`src/rtl/rx_ring_pkg.sv`:
```
package rx_ring_pkg;
  localparam int LW = 16;
  localparam logic [15:0] MBS_MASK = 16'h3FF0;
  localparam int F_EMPTY = 15;
  localparam int F_WRAP  = 13;
  localparam int F_LAST  = 11;
  localparam int F_LONG  = 5;
  localparam int F_TRUNC = 0;
  localparam int DESC_BYTES = 8;

  typedef enum logic [2:0] {
    S_IDLE, S_PEEK, S_RDD0, S_RDD1, S_RECV, S_WDAT, S_WDSC, S_DRAIN
  } rx_state_e;
endpackage

```
`src/rtl/rx_frame_meter.sv`:
```
module rx_frame_meter
  import rx_ring_pkg::*;
#(
  parameter int MAX_FRAME = 2048
) (
  input  logic          clk,
  input  logic          rst_n,
  input  logic          start,
  input  logic          store,
  input  logic          drop,
  input  logic          buf_new,
  input  logic [LW-1:0] mbs,
  input  logic [LW-1:0] limit,
  output logic [LW-1:0] total,
  output logic [LW-1:0] buf_cnt,
  output logic          buf_full,
  output logic          at_cap,
  output logic          trunc,
  output logic          too_long
);
  localparam logic [LW-1:0] CAP = LW'(MAX_FRAME - 4);

  always_ff @(posedge clk) begin
    if (!rst_n) begin
      total <= '0;
      trunc <= 1'b0;
    end else if (start) begin
      total <= '0;
      trunc <= 1'b0;
    end else begin
      if (store) total <= total + 1'b1;
      if (drop)  trunc <= 1'b1;
    end
  end

  always_ff @(posedge clk) begin
    if (!rst_n)       buf_cnt <= '0;
    else if (buf_new) buf_cnt <= '0;
    else if (store)   buf_cnt <= buf_cnt + 1'b1;
  end

  assign buf_full = (buf_cnt >= mbs);
  assign at_cap   = (total >= CAP);
  assign too_long = trunc | (total > limit);

  assert_frame_cap_R3: assert property (@(posedge clk) disable iff (!rst_n)
    total <= LW'(MAX_FRAME));
  assert_buf_bound_R5: assert property (@(posedge clk) disable iff (!rst_n)
    store |-> (buf_cnt < mbs));
endmodule

```
`src/rtl/rx_word_packer.sv`:
```
module rx_word_packer (
  input  logic        clk,
  input  logic        rst_n,
  input  logic        put,
  input  logic [1:0]  lane,
  input  logic [7:0]  din,
  input  logic        clear,
  output logic [31:0] word,
  output logic [3:0]  be
);
  always_ff @(posedge clk) begin
    if (!rst_n) begin
      word <= '0;
      be   <= '0;
    end else if (clear) begin
      be <= '0;
    end else if (put) begin
      word[{lane, 3'b000} +: 8] <= din;
      be[lane] <= 1'b1;
    end
  end

  assert_lane_free_R13: assert property (@(posedge clk) disable iff (!rst_n)
    put |-> !be[lane]);
endmodule

```
`src/rtl/rx_ring_ptr.sv`:
```
module rx_ring_ptr
  import rx_ring_pkg::*;
#(
  parameter int AW = 16
) (
  input  logic          clk,
  input  logic          rst_n,
  input  logic          load,
  input  logic [AW-1:0] base,
  input  logic          advance,
  input  logic          wrap,
  output logic [AW-1:0] ptr
);
  always_ff @(posedge clk) begin
    if (!rst_n)       ptr <= '0;
    else if (load)    ptr <= base;
    else if (advance) ptr <= wrap ? base : ptr + AW'(DESC_BYTES);
  end

  assert_wrap_base_R11: assert property (@(posedge clk) disable iff (!rst_n)
    (advance && wrap && !load) |=> (ptr == $past(base)));
  assert_step_R11: assert property (@(posedge clk) disable iff (!rst_n)
    (advance && !wrap && !load) |=> (ptr == $past(ptr) + AW'(DESC_BYTES)));
endmodule

```
`src/rtl/rx_ring_writer.sv`:
```
module rx_ring_writer
  import rx_ring_pkg::*;
#(
  parameter int AW        = 16,
  parameter int MAX_FRAME = 2048
) (
  input  logic          clk,
  input  logic          rst_n,
  input  logic          ctrl_enable,
  input  logic          rx_kick,
  input  logic [AW-1:0] ring_base,
  input  logic [15:0]   max_buf_size,
  input  logic [15:0]   frame_limit,
  input  logic          s_valid,
  input  logic [7:0]    s_data,
  input  logic          s_last,
  output logic          s_ready,
  input  logic [31:0]   crc_in,
  output logic          mem_req,
  output logic          mem_we,
  output logic [AW-1:0] mem_addr,
  output logic [31:0]   mem_wdata,
  output logic [3:0]    mem_be,
  input  logic [31:0]   mem_rdata,
  input  logic          mem_ack,
  output logic          rx_active,
  output logic          ev_rxf,
  output logic          ev_rxb
);
  rx_state_e     state_q;
  logic          phase_crc_q;
  logic [31:0]   crc_q;
  logic [1:0]    crc_idx_q;
  logic          fin_q;
  logic [15:0]   desc_flags_q;
  logic [AW-1:0] buf_ptr_q, wa_q;
  logic          rx_active_q, kick_pend_q, ev_rxf_q, ev_rxb_q;

  logic [AW-1:0] desc_ptr;
  logic [LW-1:0] m_total, m_buf_cnt;
  logic          m_buf_full, m_at_cap, m_trunc, m_too_long;
  logic [31:0]   pk_word;
  logic [3:0]    pk_be;

  logic [LW-1:0] mbs;
  logic          pay_mode, want_byte, last_byte;
  logic          store_now, drop_now, close_now;
  logic          idle_peek, frame_go;
  logic [7:0]    cur_byte;
  logic [15:0]   flags_out;
  logic          rd_empty;

  assign mbs       = max_buf_size & MBS_MASK;
  assign pay_mode  = (state_q == S_RECV) && !phase_crc_q;
  assign cur_byte  = phase_crc_q ? crc_q[{~crc_idx_q, 3'b000} +: 8] : s_data;
  assign last_byte = phase_crc_q && (crc_idx_q == 2'd3);
  // a byte waiting to be placed into a buffer
  assign want_byte = phase_crc_q || (s_valid && !m_at_cap);
  assign store_now = (state_q == S_RECV) && !m_buf_full && want_byte;
  assign close_now = (state_q == S_RECV) && m_buf_full && want_byte;
  assign drop_now  = pay_mode && s_valid && m_at_cap;
  assign s_ready   = (state_q == S_DRAIN) || (pay_mode && (m_at_cap || !m_buf_full));

  assign idle_peek = kick_pend_q && ctrl_enable && !rx_active_q;
  assign frame_go  = (state_q == S_IDLE) && !idle_peek && s_valid && rx_active_q;
  assign rd_empty  = mem_rdata[16 + F_EMPTY];

  always_comb begin
    flags_out = desc_flags_q & ~(16'(1) << F_EMPTY);
    if (fin_q) begin
      flags_out[F_LAST] = 1'b1;
      if (m_too_long) flags_out[F_LONG]  = 1'b1;
      if (m_trunc)    flags_out[F_TRUNC] = 1'b1;
    end
  end

  rx_frame_meter #(.MAX_FRAME(MAX_FRAME)) u_meter (
    .clk(clk), .rst_n(rst_n), .start(frame_go), .store(store_now), .drop(drop_now),
    .buf_new((state_q == S_RDD1) && mem_ack), .mbs(mbs), .limit(frame_limit),
    .total(m_total), .buf_cnt(m_buf_cnt), .buf_full(m_buf_full), .at_cap(m_at_cap),
    .trunc(m_trunc), .too_long(m_too_long)
  );

  rx_word_packer u_pack (
    .clk(clk), .rst_n(rst_n), .put(store_now), .lane(m_buf_cnt[1:0]), .din(cur_byte),
    .clear((state_q == S_WDAT) && mem_ack), .word(pk_word), .be(pk_be)
  );

  rx_ring_ptr #(.AW(AW)) u_ring (
    .clk(clk), .rst_n(rst_n), .load((state_q == S_IDLE) && !ctrl_enable), .base(ring_base),
    .advance((state_q == S_WDSC) && mem_ack), .wrap(desc_flags_q[F_WRAP]), .ptr(desc_ptr)
  );

  always_comb begin
    mem_req   = 1'b0;
    mem_we    = 1'b0;
    mem_addr  = desc_ptr;
    mem_wdata = '0;
    mem_be    = '0;
    unique case (state_q)
      S_PEEK, S_RDD0: mem_req = 1'b1;
      S_RDD1: begin
        mem_req  = 1'b1;
        mem_addr = desc_ptr + AW'(4);
      end
      S_WDAT: begin
        mem_req   = 1'b1;
        mem_we    = 1'b1;
        mem_addr  = wa_q;
        mem_wdata = pk_word;
        mem_be    = pk_be;
      end
      S_WDSC: begin
        mem_req   = 1'b1;
        mem_we    = 1'b1;
        mem_wdata = {flags_out, m_buf_cnt};
        mem_be    = 4'hF;
      end
      default: ;
    endcase
  end

  always_ff @(posedge clk) begin
    if (!rst_n) begin
      state_q      <= S_IDLE;
      phase_crc_q  <= 1'b0;
      crc_q        <= '0;
      crc_idx_q    <= '0;
      fin_q        <= 1'b0;
      desc_flags_q <= '0;
      buf_ptr_q    <= '0;
      wa_q         <= '0;
      rx_active_q  <= 1'b0;
      kick_pend_q  <= 1'b0;
      ev_rxf_q     <= 1'b0;
      ev_rxb_q     <= 1'b0;
    end else begin
      ev_rxf_q    <= 1'b0;
      ev_rxb_q    <= 1'b0;
      kick_pend_q <= kick_pend_q | rx_kick;
      unique case (state_q)
        S_IDLE: begin
          if (kick_pend_q) kick_pend_q <= rx_kick;
          if (idle_peek) begin
            state_q <= S_PEEK;
          end else if (s_valid) begin
            phase_crc_q <= 1'b0;
            crc_idx_q   <= '0;
            fin_q       <= 1'b0;
            state_q     <= rx_active_q ? S_RDD0 : S_DRAIN;
          end
        end
        S_PEEK: if (mem_ack) begin
          rx_active_q <= rd_empty;
          state_q     <= S_IDLE;
        end
        S_RDD0: if (mem_ack) begin
          if (rd_empty) begin
            desc_flags_q <= mem_rdata[31:16];
            state_q      <= S_RDD1;
          end else begin
            rx_active_q <= 1'b0;
            state_q     <= phase_crc_q ? S_IDLE : S_DRAIN;
          end
        end
        S_RDD1: if (mem_ack) begin
          buf_ptr_q <= mem_rdata[AW-1:0] & ~AW'(3);
          state_q   <= S_RECV;
        end
        S_RECV: begin
          if (close_now) begin
            fin_q   <= 1'b0;
            state_q <= S_WDSC;
          end else begin
            if (store_now) begin
              wa_q <= buf_ptr_q + AW'({m_buf_cnt[LW-1:2], 2'b00});
              if (phase_crc_q) crc_idx_q <= crc_idx_q + 1'b1;
              if ((m_buf_cnt[1:0] == 2'd3) || last_byte) begin
                fin_q   <= last_byte;
                state_q <= S_WDAT;
              end
            end
            if ((store_now || drop_now) && !phase_crc_q && s_last) begin
              phase_crc_q <= 1'b1;
              crc_q       <= crc_in;
              crc_idx_q   <= '0;
            end
          end
        end
        S_WDAT: if (mem_ack) state_q <= fin_q ? S_WDSC : S_RECV;
        S_WDSC: if (mem_ack) begin
          ev_rxf_q <= fin_q;
          ev_rxb_q <= !fin_q;
          state_q  <= fin_q ? S_PEEK : S_RDD0;
        end
        S_DRAIN: if (s_valid && s_last) state_q <= S_IDLE;
        default: state_q <= S_IDLE;
      endcase
      if (!ctrl_enable) rx_active_q <= 1'b0;
    end
  end

  assign rx_active = rx_active_q;
  assign ev_rxf    = ev_rxf_q;
  assign ev_rxb    = ev_rxb_q;

  assert_req_hold_R12: assert property (@(posedge clk) disable iff (!rst_n)
    (mem_req && !mem_ack) |=> (mem_req && $stable(mem_addr) && $stable(mem_we)));
  assert_off_clears_R10: assert property (@(posedge clk) disable iff (!rst_n)
    !ctrl_enable |=> !rx_active);
  assert_rxf_after_wb_R7: assert property (@(posedge clk) disable iff (!rst_n)
    ev_rxf |-> $past(mem_ack && mem_we && (mem_be == 4'hF)));
  assert_one_event_R7: assert property (@(posedge clk) disable iff (!rst_n)
    $onehot0({ev_rxf, ev_rxb}));
endmodule

```
`config.mk`:
```
export PLATFORM = sky130hd
export DESIGN_NAME = rx_ring_writer
export DESIGN_NICKNAME = d
export VERILOG_FILES = /design/src/rtl/rx_ring_pkg.sv /design/src/rtl/rx_frame_meter.sv /design/src/rtl/rx_word_packer.sv /design/src/rtl/rx_ring_ptr.sv /design/src/rtl/rx_ring_writer.sv
export SDC_FILE = /design/constraint.sdc
export NUM_CORES = 1
export LEC_CHECK = 0
export BUFFER_PORTS_ARGS = -buffer_cell sky130_fd_sc_hd__buf_2
export CORE_MARGIN = 1.5
export CORE_UTILIZATION = 57
export CTS_BUF_LIST = sky130_fd_sc_hd__clkbuf_8
export DETAILED_ROUTE_END_ITERATION = 7
export PLACE_DENSITY = 0.86
export SYNTH_ARGS = -nofsm -noshare
export SYNTH_HDL_FRONTEND = slang
export SYNTH_SLANG_ARGS = --single-unit
```
`constraint.sdc`:
```
create_clock -name clk -period 6.4 [get_ports clk]
set_clock_uncertainty 0.05 [all_clocks]
set_input_delay 0.32 -clock clk [delete_from_list [all_inputs] [get_ports clk]]
set_output_delay 0.32 -clock clk [all_outputs]
set_load 0.05 [all_outputs]
```
==> impl_metrics.py, run 1 <==
metrics = {
    "placed_design": {
        "gp_congestion": 0.930,
        "placed_area_um2": 10700,
        "dp.final_hpwl_um": 19100,
        "port_buffers": 176,
    },
    "floorplan": {
        "placementRows": 47,
        "initial_core_util_pct": 58.7,
        "die_h_um": 134,
        "core-area_um2": 16600,
        "die_x_um": 134,
        "io_pins": 185,
        "die_area_um2": 17900,
    },
    "global_route": {
        "antenna_found_initial": 0,
        "grt_first_pass_wirelength_um": 42700,
        "track_usage_pct": 29.5,
        "grt_pass1_vias": 8908,
        "grt-ovfl-total": 0,
        "grt_max_degree": 115,
    },
    "detailed_routing": {
        "dr.pass1.iters": 5,
        "final_antenna_net_count": 0,
        "wirelength_um": 26400,
        "via_count": 9473,
        "post_drt_wl_per_cell_um": 16.5,
        "drc": 0,
        "via_per_inst": 5.92,
        "drtIter0Drc": 726,
    },
    "clock_network": {
        "clk_pin_slew_ns": 0.09,
        "cts_hold_buf": 0,
        "ctsRootBufferMaster": "clkbuf_8",
        "cts_buffers": 17,
        "clk_latency_ns": 0.47,
        "clock_path_buffers": 2,
        "postCtsSetupRepairBufs": 0,
        "clock_sinks": 171,
        "htreeDepth": 4,
        "tritoncts": "built",
        "cts_resized": 0,
    },
    "sta": {
        "setup_viol": 0,
        "tightest_slew_ns": 1.33,
        "finalHoldViolations": 0,
        "fmax_mhz": 273,
        "fin_crit_sh_pct": 57.2,
        "fin_crit_ns": 3.66,
        "finalSetupTns_ns": 0,
        "rsz0062_at_grt": "no",
        "maxSlewViolCount": 0,
        "relSlewSlack_pct": 9.97,
    },
    "finish": {
        "fin_nets": 1546,
        "drive_above_1_share_pct": 18.0,
        "synthToLayoutAreaGrowth_pct": 13.5,
        "diodes": 0,
        "final_cell_area_um2": 11100,
    },
    "critical_path": {
        "cp-end-kind": "primary output",
        "r2r-start": "u_meter.buf_cnt[11]",
        "crit_buf_inv": 3,
        "cp.arrival_ns": 3.29,
        "startpoint_type": "flop",
        "crit_type": "flop to primary output",
        "r2r_cells": 7,
        "crit_family": "buffers and inverters",
        "max_stage_delay_ns": 0.61,
        "r2r_slack_ns": 2.99,
        "slowest_stage": "dfxtp_1",
        "critical_path.cell_chain": "clkinv_1 > nor3_2 > buf_4 > nor2_1 > o21ai_0 > o311ai_0 > buf_2",
        "cp.required_ns": 6.03,
        "worst-path-max-fanout": 54,
        "cp_num_cells": 7,
        "timing.rr.end": "u_meter.buf_cnt[9]",
    },
    "pwr": {
        "peakVddDrop_mv": 0.196,
        "fin_total_pwr_w": 0.00280,
        "leakage_nw": 4.71,
        "powerDensity_nw_per_um2": 252,
    },
    "min_path": {
        "min_delay_worst_endpoint": "kick_pend_q",
        "hold_class": "input pin to flop",
        "hold-path-cell-count": 3,
        "hp-start": "rx_kick",
    },
    "run": {
        "cap_violations": 0,
    },
    "yosys": {
        "syn_nets": 1421,
        "ys_top_cells_by_area": "dfxtp_1, nand2_1, mux2i_1, ha_1, a21oi_1",
        "yosys.area.top_type": "dfxtp_1",
        "synth_warnings": 0,
        "synth.most_common_cell": "nand2_1",
        "synthesis.area_um2": 9760,
        "synth_common_cells": "nand2_1, dfxtp_1, a21oi_1",
        "ys_seq_area_share_pct": 35.1,
        "async_flop_share_pct": 0,
        "synthDominantCellAreaShare_pct": 35.1,
        "avgSynthCellArea_um2": 7.86,
        "synth_edf_count": 0,
        "synth_seq_cells": 171,
        "synth_ff_type": "dfxtp_1",
        "ys_types": 69,
        "synth_cells": 1242,
    },
    "run_status": {
        "status": "complete, no violations",
    },
}
power breakdown:
group | switching (W) | total, W | internal, W
clock network | 0.000425 | 0.000779 | 0.000354
logic | 0.000545 | 0.000791 | 0.000246
registers | 0.0000955 | 0.00123 | 0.00113
sequential cells by signal, summed over array words and instances, names as in the netlist, 3 cells and up:
register         count
u_pack.be            4
u_meter.total       16
desc_flags_q        15
u_pack.word         32
crc_q               32
u_ring.ptr          16
u_meter.buf_cnt     16
buf_ptr_q           14
wa_q                14
state_q              3
layout make-up:
| class | instances | area, um^2 |
|---|---|---|
| clock buffer | 17 | 234 |
| clock inverter | 15 | 161 |
| timing repair buffer | 183 | 936 |
| tap | 220 | 275 |
| sequential | 171 | 3420 |
| inverter | 46 | 173 |
| fill | 1381 | 5560 |
| multi-input combinational | 948 | 5880 |
tightest hold or removal path: stages:
cell and delay (ns):
buf_2 0.08, a21oi_1 0.03, nor2_1 0.07
layout by cell type (no fill, tap or decap), types with 13 or more instances in the layout:
cell,n
dfxtp_1,171
clkbuf_8,17
o31ai_1,13
or4_1,15
mux2i_1,67
ha_1,51
nand2_1,294
nor2_1,58
a21oi_1,113
nor3_1,22
nand3_1,28
or3_1,16
a22o_1,24
buf_2,175
o21ai_0,60
inv_1,44
worst max path at each step:
stage | start | end | slack (ns)
6_report | state_q[2] | mem_addr[7] | 2.74
5_1_grt | state_q[2] | mem_addr[7] | 2.49
4_1_cts | state_q[2] | mem_addr[7] | 2.77
3_5_place_dp | u_meter.buf_cnt[11] | u_meter.buf_cnt[10] | 3.05
3_3_place_gp | u_meter.buf_cnt[11] | u_meter.buf_cnt[12] | 3.12
2_1_floorplan | u_ring.ptr[4] | mem_addr[15] | 2.63
cell families (layout without fill, tap and decap cells):
family	Yosys count	in the layout	synth area share, %
buffers and inverters	123	261	4.98
AND/OR/NAND/NOR	509	509	23.6
AO/OA/AOI/OAI	292	292	18.9
multiplexers	83	83	9.64
adder cells (fa/ha/maj)	52	52	6.74
flip-flops	171	171	35.1
XOR/XNOR	12	12	1.08
per-stage QoR:
stage / hold WS (ns) / worst slack (ns) / cells / utilization, %
after floorplan: 0.377 / 2.63 / 1242 / -
after global placement: 0.385 / 3.12 / 1568 / 64.2
after detailed placement: 0.392 / 3.05 / 1568 / 64.2
after CTS: 0.0119 / 2.77 / 1600 / 66.6
after global routing: 0.0124 / 2.49 / 1600 / 66.6
final: 0.0265 / 2.74 / 1600 / 66.6
metal layers:
layer / wire [um] / global-route usage, % / vias to the layer above / share of wire [%]
li1: - / - / 4653 / -
met1: 11000 / 36.6 / 4394 / 42
met2: 12600 / 49.2 / 362 / 48
met3: 1910 / 6.27 / 64 / 7.2
met4: 914 / 13.7 / 0 / 3.5
met5: 0 / 0 / - / 0
Note: power is estimated with default switching activity, not from simulation.
==> inputs of run 2 (changes only) <==
==> constraint.sdc (replaced) <==
create_clock -name clk -period 3.45 [get_ports clk]
set_clock_uncertainty 0.05 [all_clocks]
set_input_delay 0.1725 -clock clk [delete_from_list [all_inputs] [get_ports clk]]
set_output_delay 0.1725 -clock clk [all_outputs]
set_load 0.05 [all_outputs]
==> run 2 against run 1 <==
Compared with the run above:
- cell count increased by 6.1%
- global-route usage increased by 3.8 points
- hold slack got worse by 0.0037 ns
- total power increased by 91%
- wire length increased by 14%
- largest cell class unchanged
- highest routed layer is now met5
==> impl_metrics.py, run 2 (synthesis results as in run 1) <==
metrics = {
    "detailed_routing": {
        "via_per_inst": 6.06,
        "final_antenna_net_count": 0,
        "drc": 0,
        "dr.pass1.iters": 7,
        "post_drt_wl_per_cell_um": 17.7,
        "drtIter0Drc": 805,
        "via_count": 10289,
        "wirelength_um": 30100,
    },
    "floorplan": {
        "die_h_um": 134,
        "die_area_um2": 17900,
        "io_pins": 185,
        "core-area_um2": 16600,
        "placementRows": 47,
        "die_x_um": 134,
        "initial_core_util_pct": 58.7,
    },
    "min_path": {
        "hp-start": "ring_base[5]",
        "hold-path-cell-count": 3,
        "min_delay_worst_endpoint": "u_ring.ptr[5]",
        "hold_class": "input pin to flop",
    },
    "placed_design": {
        "gp_congestion": 0.926,
        "placed_cells": 1586,
        "post-place-ws_ns": 0.323,
        "port_buffers": 176,
        "dp.final_hpwl_um": 20000,
    },
    "sta": {
        "maxSlewViolCount": 0,
        "tightest_slew_ns": 0.871,
        "rsz0062_at_grt": "no",
        "fin_crit_sh_pct": 92.5,
        "setup_ws_ns": 0.260,
        "setup_viol": 0,
        "fin_crit_ns": 3.19,
        "finalSetupTns_ns": 0,
        "finalHoldViolations": 0,
        "relSlewSlack_pct": 41.5,
        "fmax_mhz": 314,
    },
    "pwr": {
        "peakVddDrop_mv": 0.418,
        "leakage_nw": 5.15,
        "powerDensity_nw_per_um2": 444,
    },
    "clock_network": {
        "clk_latency_ns": 0.50,
        "cts_buffers": 17,
        "tritoncts": "built",
        "postCtsSetupRepairBufs": 0,
        "htreeDepth": 4,
        "clock_path_buffers": 2,
        "ctsRootBufferMaster": "clkbuf_8",
        "clock_sinks": 171,
        "clk_pin_slew_ns": 0.10,
    },
    "critical_path": {
        "timing.rr.end": "u_meter.buf_cnt[8]",
        "critical_path.cell_chain": "ha_1 > a211oi_2 > nor2_1 > nor4_1 > nand2_2 > a211o_1 > a21oi_1 > buf_2",
        "slowest_stage": "nor4_1",
        "cp.arrival_ns": 2.97,
        "r2r-start": "u_meter.buf_cnt[11]",
        "crit_type": "flop to primary output",
        "r2r_slack_ns": 0.27,
        "max_stage_delay_ns": 0.46,
        "startpoint_type": "flop",
        "worst-path-max-fanout": 11,
        "cp-end-kind": "primary output",
        "cp.required_ns": 3.23,
        "r2r_cells": 7,
    },
    "run_status": {
        "status": "complete, no violations",
    },
    "finish": {
        "diodes": 0,
        "final_cell_mix": "nand2_1, buf_2, dfxtp_1, a21oi_1, dlygate4sd3_1",
        "synthToLayoutAreaGrowth_pct": 23.3,
        "regArea_um2": 3420,
        "fillCellCount": 1263,
        "multi_input_area_um2": 5880,
        "mostFrequentLayoutCell": "nand2_1",
        "fin_nets": 1643,
        "fin_util_pct": 72.3,
        "layout.cells.non_filler": 1697,
        "largestRegisters": "crc_q x32, u_pack.word x32",
        "drive_above_1_share_pct": 18.1,
    },
    "global_route": {
        "grt_first_pass_wirelength_um": 47700,
        "grt-ovfl-total": 0,
        "grt_pass1_vias": 9710,
        "antenna_found_initial": 1,
        "grt_max_degree": 70,
        "track_usage_pct": 33.3,
    },
    "run": {
        "cap_violations": 0,
    },
}
run 2: cell types whose count changed in the layout (fill, tap and decap cells not counted), sizes merged:
cell	delta
dlygate4sd3	+79
buf	+18
bufinv	-1
clkbuf	+1
clkinvlp	-1
inv	+1
run 2: how the worst max path moves through the flow:
| stage | startpoint | endpoint | slack, ns | cells past startpoint |
|---|---|---|---|---|
| after global routing | u_meter.buf_cnt[11] | s_ready | 0.04 | 8 |
| after detailed placement | max_buf_size[11] | u_meter.buf_cnt[8] | 0.32 | 9 |
| after CTS | u_meter.buf_cnt[11] | s_ready | 0.20 | 8 |
| after global placement | max_buf_size[11] | u_meter.total[12] | 0.38 | 9 |
| after floorplan | u_ring.ptr[4] | mem_addr[11] | 0.26 | 5 |
| final | u_meter.buf_cnt[11] | s_ready | 0.26 | 8 |
run 2: layer usage:
| metal | wire length, um | track usage, % | part of all wire (%) | vias to the layer above |
|---|---|---|---|---|
| li1 | - | - | - | 4833 |
| met1 | 11800 | 40.1 | 39 | 4832 |
| met2 | 14300 | 55.6 | 47 | 512 |
| met3 | 2430 | 7.48 | 8.1 | 110 |
| met4 | 1520 | 17.7 | 5.0 | 2 |
| met5 | 13 | 0 | 0.043 | - |
run 2: final cells by class:
class	instances	area share, %
multi-input cells	948	48.9
flip-flops and latches	171	28.4
repair buffers	280	15.7
well taps	220	2.29
clock buffers	18	2.06
inverters	46	1.43
clock inverters	14	1.23
run 2: metrics by stage:
stage | hold WS [ns] | area (um^2) | power (W)
detailed placement | 0.357 | 10800 | 0.00382
finish | 0.0228 | 12000 | 0.00534
CTS | 0.0185 | 12000 | 0.00529
global route | 0.0285 | 12000 | 0.00557
global placement | 0.352 | 10800 | 0.00378
floorplan | 0.240 | 9760 | 0.00340
run 2: timing repair:
| action | 4_1_cts | 5_1_grt |
|---|---|---|
| hold buffers | 79 | 0 |
| setup endpoints to repair | 0 | 1 |
| gates resized for setup | 0 | 1 |
| hold endpoints to repair | 78 | 0 |
run 2: worst max-delay path, delay by kind of cell (launching register included):
kind,cells,cell delay [ns]
buffers and inverters,1,0.29
AO/OA/AOI/OAI,3,0.72
AND/OR/NAND/NOR,3,0.84
adder cells (fa/ha/maj),1,0.31
flip-flops,1,0.33
run 2: power by group:
| part | switching (W) | internal (W) |
|---|---|---|
| combinational | 0.00108 | 0.000547 |
| sequential | 0.000155 | 0.00210 |
| clock | 0.000841 | 0.000618 |
